===== src/rtl/wdog_pkg.sv =====
package wdog_pkg;

    localparam int WD_DATA_W = 16;

    // Register select codes on the write bus.
    typedef enum logic [1:0] {
        WD_SEL_RELOAD = 2'd0,
        WD_SEL_KEY    = 2'd1,
        WD_SEL_CTRL   = 2'd2,
        WD_SEL_NONE   = 2'd3
    } wd_sel_e;

    typedef struct packed {
        logic                 vld;
        wd_sel_e              sel;
        logic [WD_DATA_W-1:0] data;
    } wd_wr_t;

    // True when the bus carries a write of value v to register s.
    function automatic logic wd_hit(input wd_wr_t w, input wd_sel_e s,
                                    input logic [WD_DATA_W-1:0] v);
        return w.vld && (w.sel == s) && (w.data == v);
    endfunction

    function automatic logic wd_to(input wd_wr_t w, input wd_sel_e s);
        return w.vld && (w.sel == s);
    endfunction

endpackage


===== src/rtl/wdog_unlock.sv =====
module wdog_unlock
    import wdog_pkg::*;
#(
    parameter logic [WD_DATA_W-1:0] KEY_A = 16'h5555,
    parameter logic [WD_DATA_W-1:0] KEY_B = 16'hAAAA
) (
    input  logic   clk,
    input  logic   rst,
    input  wd_wr_t wr,
    output logic   restart
);

    // Set when the most recent bus write was the first key.
    logic stage_q;

    always_ff @(posedge clk) begin
        if (rst) begin
            stage_q <= 1'b0;
        end else if (wr.vld) begin
            stage_q <= wd_hit(wr, WD_SEL_KEY, KEY_A);
        end
    end

    assign restart = stage_q && wd_hit(wr, WD_SEL_KEY, KEY_B);

endmodule


===== src/rtl/wdog_down.sv =====
module wdog_down #(
    parameter int CNT_W        = 16,
    parameter int INIT_TIMEOUT = 60000
) (
    input  logic             clk,
    input  logic             rst,
    input  logic             arm_req,
    input  logic             restart,
    input  logic             hold,
    input  logic [CNT_W-1:0] reload,
    output logic [CNT_W-1:0] count,
    output logic             armed,
    output logic             expire
);

    localparam logic [CNT_W-1:0] INIT_V = CNT_W'(INIT_TIMEOUT);

    logic [CNT_W-1:0] count_q;
    logic             armed_q;

    // A restart on the zero cycle suppresses expiry.
    assign expire = armed_q && !hold && !restart && (count_q == '0);

    always_ff @(posedge clk) begin
        if (rst) begin
            armed_q <= 1'b0;
            count_q <= INIT_V;
        end else if (!armed_q) begin
            if (arm_req) begin
                armed_q <= 1'b1;
                count_q <= INIT_V;
            end
        end else if (!hold) begin
            if (restart) begin
                count_q <= reload;
            end else if (count_q == '0) begin
                count_q <= INIT_V;
            end else begin
                count_q <= count_q - 1'b1;
            end
        end
    end

    assign count = count_q;
    assign armed = armed_q;

endmodule


===== src/rtl/wdog_bite.sv =====
module wdog_bite #(
    parameter int PULSE_LEN  = 16,
    parameter int FAIL_LIMIT = 3,
    parameter int FAIL_W     = 2
) (
    input  logic              clk,
    input  logic              rst,
    input  logic              expire,
    output logic              pulse,
    output logic [FAIL_W-1:0] fail_cnt,
    output logic              give_up
);

    localparam int                PL_W  = $clog2(PULSE_LEN + 1);
    localparam logic [PL_W-1:0]   PL_V  = PL_W'(PULSE_LEN);
    localparam logic [FAIL_W-1:0] LIM_V = FAIL_W'(FAIL_LIMIT);

    logic [PL_W-1:0]   left_q;
    logic [FAIL_W-1:0] fail_q;
    logic              gu_q;

    always_ff @(posedge clk) begin
        if (rst) begin
            left_q <= '0;
            fail_q <= '0;
            gu_q   <= 1'b0;
        end else begin
            if (expire) begin
                left_q <= PL_V;
                if (fail_q != LIM_V) begin
                    fail_q <= fail_q + FAIL_W'(1);
                end
                if (fail_q + FAIL_W'(1) == LIM_V) begin
                    gu_q <= 1'b1;
                end
            end else if (left_q != '0) begin
                left_q <= left_q - PL_W'(1);
            end
        end
    end

    assign pulse    = (left_q != '0);
    assign fail_cnt = fail_q;
    assign give_up  = gu_q;

endmodule


===== src/rtl/wdog_core.sv =====
module wdog_core
    import wdog_pkg::*;
#(
    parameter int                   CNT_W        = 16,
    parameter int                   INIT_TIMEOUT = 60000,
    parameter int                   RELOAD_DEF   = 20000,
    parameter int                   PULSE_LEN    = 16,
    parameter int                   FAIL_LIMIT   = 3,
    parameter logic [WD_DATA_W-1:0] KEY_A        = 16'h5555,
    parameter logic [WD_DATA_W-1:0] KEY_B        = 16'hAAAA,
    parameter int                   FAIL_W       = $clog2(FAIL_LIMIT + 1)
) (
    input  logic                 clk,
    input  logic                 rst,
    input  logic                 wr_en,
    input  logic [1:0]           wr_sel,
    input  logic [WD_DATA_W-1:0] wr_data,
    output logic                 wdt_reset_o,
    output logic                 armed_o,
    output logic [CNT_W-1:0]     count_o,
    output logic [FAIL_W-1:0]    fail_cnt_o,
    output logic                 give_up_o
);

    wd_wr_t           wr;
    logic             restart_w;
    logic             arm_req_w;
    logic             hold_w;
    logic             expire_w;
    logic             pulse_w;
    logic             give_up_w;
    logic [CNT_W-1:0] reload_q;

    assign wr = '{vld: wr_en, sel: wd_sel_e'(wr_sel), data: wr_data};

    // Staged reload value, consumed only by a restart.
    always_ff @(posedge clk) begin
        if (rst) begin
            reload_q <= CNT_W'(RELOAD_DEF);
        end else if (wd_to(wr, WD_SEL_RELOAD)) begin
            reload_q <= CNT_W'(wr.data);
        end
    end

    assign arm_req_w = wd_to(wr, WD_SEL_CTRL) && wr.data[0];
    assign hold_w    = pulse_w || give_up_w;

    wdog_unlock #(
        .KEY_A (KEY_A),
        .KEY_B (KEY_B)
    ) unlock_i (
        .clk     (clk),
        .rst     (rst),
        .wr      (wr),
        .restart (restart_w)
    );

    wdog_down #(
        .CNT_W        (CNT_W),
        .INIT_TIMEOUT (INIT_TIMEOUT)
    ) down_i (
        .clk     (clk),
        .rst     (rst),
        .arm_req (arm_req_w),
        .restart (restart_w),
        .hold    (hold_w),
        .reload  (reload_q),
        .count   (count_o),
        .armed   (armed_o),
        .expire  (expire_w)
    );

    wdog_bite #(
        .PULSE_LEN  (PULSE_LEN),
        .FAIL_LIMIT (FAIL_LIMIT),
        .FAIL_W     (FAIL_W)
    ) bite_i (
        .clk      (clk),
        .rst      (rst),
        .expire   (expire_w),
        .pulse    (pulse_w),
        .fail_cnt (fail_cnt_o),
        .give_up  (give_up_w)
    );

    assign wdt_reset_o = pulse_w;
    assign give_up_o   = give_up_w;

endmodule


===== config.mk =====
export PLATFORM = sky130hd
export DESIGN_NAME = wdog_core
export DESIGN_NICKNAME = d
export VERILOG_FILES = /design/src/rtl/wdog_pkg.sv /design/src/rtl/wdog_unlock.sv /design/src/rtl/wdog_down.sv /design/src/rtl/wdog_bite.sv /design/src/rtl/wdog_core.sv
export SDC_FILE = /design/constraint.sdc
export NUM_CORES = 1
export LEC_CHECK = 0
export CAP_MARGIN = 15
export CORE_ASPECT_RATIO = 1.4
export CORE_MARGIN = 2
export CORE_UTILIZATION = 47
export DETAILED_ROUTE_END_ITERATION = 8
export PLACE_DENSITY = 0.85
export REMOVE_ABC_BUFFERS = 1
export SETUP_SLACK_MARGIN = 0.2
export SLEW_MARGIN = 20
export SYNTH_ARGS = -nofsm -noshare
export SYNTH_HDL_FRONTEND = slang
export SYNTH_SLANG_ARGS = --single-unit

===== constraint.sdc =====
create_clock -name clk -period 1.9 [get_ports clk]
set_input_delay 0.38 -clock clk [delete_from_list [all_inputs] [get_ports clk]]
set_output_delay 0.38 -clock clk [all_outputs]
set_load 0.005 [all_outputs]

==> results.tsv <==
metric	value	unit
outcome	finished with violations	
violations	setup timing	
cp-start-kind	register	
grt_antenna_before_repair	0	
timing.final.hold_violations	0	
gp_congestion	0.9770	
period_share	111.7	%
clk_latency	0.30	ns
p_leak	1.552	nW
wl_met3	846	µm
worst_slew_pin_slew	0.4941	ns
io_buffer_count	41	
grt_overflow	0	
synth_seq_cells	42	
syn_avg_cell_area	8.238	µm²
wl_per_cell	20.73	µm
wl_met1	3393	µm
area_delta_synth_final	64.42	%
hold_start	wr_data[10]	
die-area	5603	µm²
fin_util	80.00	%
drtAntennaViolNets	0	
rows	30	
grtUsageTotal	31.53	%
cts_buffers	5	
critical_path_class	reg -> reg	
grt_pass1_wl	13610	µm
ys_types	62	
start_util	48.66	%
reg2regPathDepth	7	
highest_layer	met4	
vdd_drop_max	552.1	µV
drv_cap	0	
endpoint_kind	register	
r2r-end	down_i.count[13]	
worstReg2RegStart	down_i.count[10]	
min_path_type	in -> reg	
via_count	3010	
grt_max_degree	19	
cts_max_level	2	
finClkSkew	0.01196	ns
dp_hpwl	5696	µm
whs	0.3887	ns
synth.yosys.warnings	0	
grt_pass1_vias	2825	
top_level_ports	42	
routed-wl-met2	4752	µm
dieWidth	63.84	µm
synth_area	2356	µm²
power	2.702	mW
max-slew-margin-rel	66.81	%
nets	434	
max_freq	471.3	MHz
cts.reportedPaths.clkPinSlew	0.08	ns
final_cells	472	
layout_min_cycle_time	2.122	ns
setup-violations-final	21	
place_inst	449	
reg2reg_slack	-0.22	ns
cts_tree	yes	
crit_fanout	8	
cts-root-buf	clkbuf_8	
post-route-worst-setup-slack	-0.2219	ns
holdPathStages	4	
finalWirelength	9786	µm
synth-main-ff-cell	dfxtp_1	
cellPowerDensity	697.6	nW/µm²
cts_buffer_depth	2	
syn_inst	286	
drc_errors	0	
final_max_slew_viol_count	0	
drt-vias-per-instance	6.377	
drtIter0Drc	462	
yosysSeqAreaShare	35.69	%
drive_gt1_share	42.65	%
worstPathRequired	2.09	ns
rsz0062_at_grt	true	
antenna-diode-count	0	
holdPathEnd	reload_q[10]	
synth_edf_count	0	
cts_sinks	42	
ctsHoldBuffers	0	
async_flop_share	0	%
drt-pass1-iter-count	5	
coreArea	4842	µm²
critPathArrivalTime	2.31	ns
die_h	87.77	µm
worst max-delay path: stages (launching register included):
cell,delay [ns]
dfxtp_1,0.37
nor4_2,0.41
nor2b_1,0.31
buf_4,0.22
and2_4,0.23
buf_6,0.12
nor3_1,0.06
a22oi_1,0.28
cell usage after synthesis (3+ instances only):
| cell type | count | area share (%) |
|---|---|---|
| inv_1 | 11 | 1.8 |
| ha_1 | 6 | 3.2 |
| o21ai_0 | 3 | 0.64 |
| mux2i_1 | 3 | 1.3 |
| o22ai_1 | 4 | 1.1 |
| nand2_1 | 42 | 6.7 |
| a21oi_1 | 30 | 6.4 |
| nand2b_1 | 6 | 1.6 |
| a22oi_1 | 6 | 1.9 |
| nor3_1 | 12 | 2.5 |
| nor4bb_1 | 3 | 1.3 |
| buf_6 | 3 | 1.4 |
| nor4_1 | 3 | 0.80 |
| nand3_1 | 8 | 1.7 |
| o41ai_1 | 4 | 1.5 |
| dfxtp_1 | 42 | 36 |
| clkbuf_1 | 11 | 1.8 |
| a31oi_1 | 4 | 1.1 |
| xnor2_1 | 4 | 1.5 |
| or3_1 | 4 | 1.1 |
| nor2_1 | 23 | 3.7 |
power breakdown:
group          internal (mW)  switching, mW
registers              0.952         0.0599
clock network          0.294          0.322
logic                  0.580          0.495
total                   1.83          0.877
sequential cells by signal, indices dropped and copies added (netlist names):
signal	flops
bite_i.fail_cnt	2
bite_i.give_up	1
bite_i.left_q	5
down_i.armed	1
down_i.count	16
reload_q	16
unlock_i.stage_q	1
worst max-delay path by stage:
stage                          start          endpoint  slack [ns]  cells after the start
floorplan                 wr_data[0]   down_i.count[6]       -0.29                      5
global placement          wr_data[6]   down_i.count[7]       -0.53                      7
detailed placement        wr_data[0]   down_i.count[4]       -0.61                      7
CTS                 bite_i.left_q[1]  down_i.count[13]        0.02                      9
global route        down_i.count[10]  down_i.count[13]       -0.43                      7
finish              down_i.count[10]  down_i.count[13]       -0.22                      7
layer usage:
layer	global-route usage [%]	vias up
li1	-	1295
met1	33.79	1377
met2	55.87	252
met3	6.427	86
met4	20.75	0
met5	0	-
stage by stage:
step	TNS, ns	setup slack, ns	instance area (µm²)
after floorplan	-0.6889	-0.2947	2276
after detailed placement	-11.64	-0.6077	3327
after global placement	-10.34	-0.5319	3327
final	-1.827	-0.2219	3874
after CTS	0	0.01810	3659
after global routing	-5.091	-0.4288	3874
layout make-up:
class,count,area (µm²)
sequential,42,862.1
clock inverter,1,5.005
clock buffer,7,86.33
fill,265,968.4
inverter,12,45.04
timing repair buffer,129,1136
tap,64,80.08
multi-input combinational,217,1659
cell usage in the layout (no fill, tap or decap), types with 5 or more instances in the layout:
cell and instances:
dfxtp_2 14, clkdlybuf4s50_1 26, a21oi_1 25, dlygate4sd2_1 5
buf_6 21, buf_2 5, dfxtp_1 27, buf_4 69
nor2_1 17, nand3_1 8, nand2_1 40, clkbuf_8 6
inv_1 9, nor3_1 11, ha_1 5
cells by family (layout without fill, tap and decap cells):
family | count (synthesis) | count (layout) | synth area share (%)
flops | 42 | 42 | 35.69
xor+xnor | 4 | 4 | 1.487
compound gates | 76 | 76 | 22.04
simple gates | 127 | 127 | 30.54
fa+ha+maj | 6 | 6 | 3.186
mux | 4 | 4 | 1.753
buf+inv | 27 | 149 | 5.310
repair_timing:
item / CTS / global route
resized for setup: 89 / 43
pin swaps: 26 / 11
setup buffers: 9 / 6
endpoints found under the setup margin: 26 / 33
endpoints found under the hold margin: 0 / 0
Note: power is estimated with default switching activity, not from simulation.
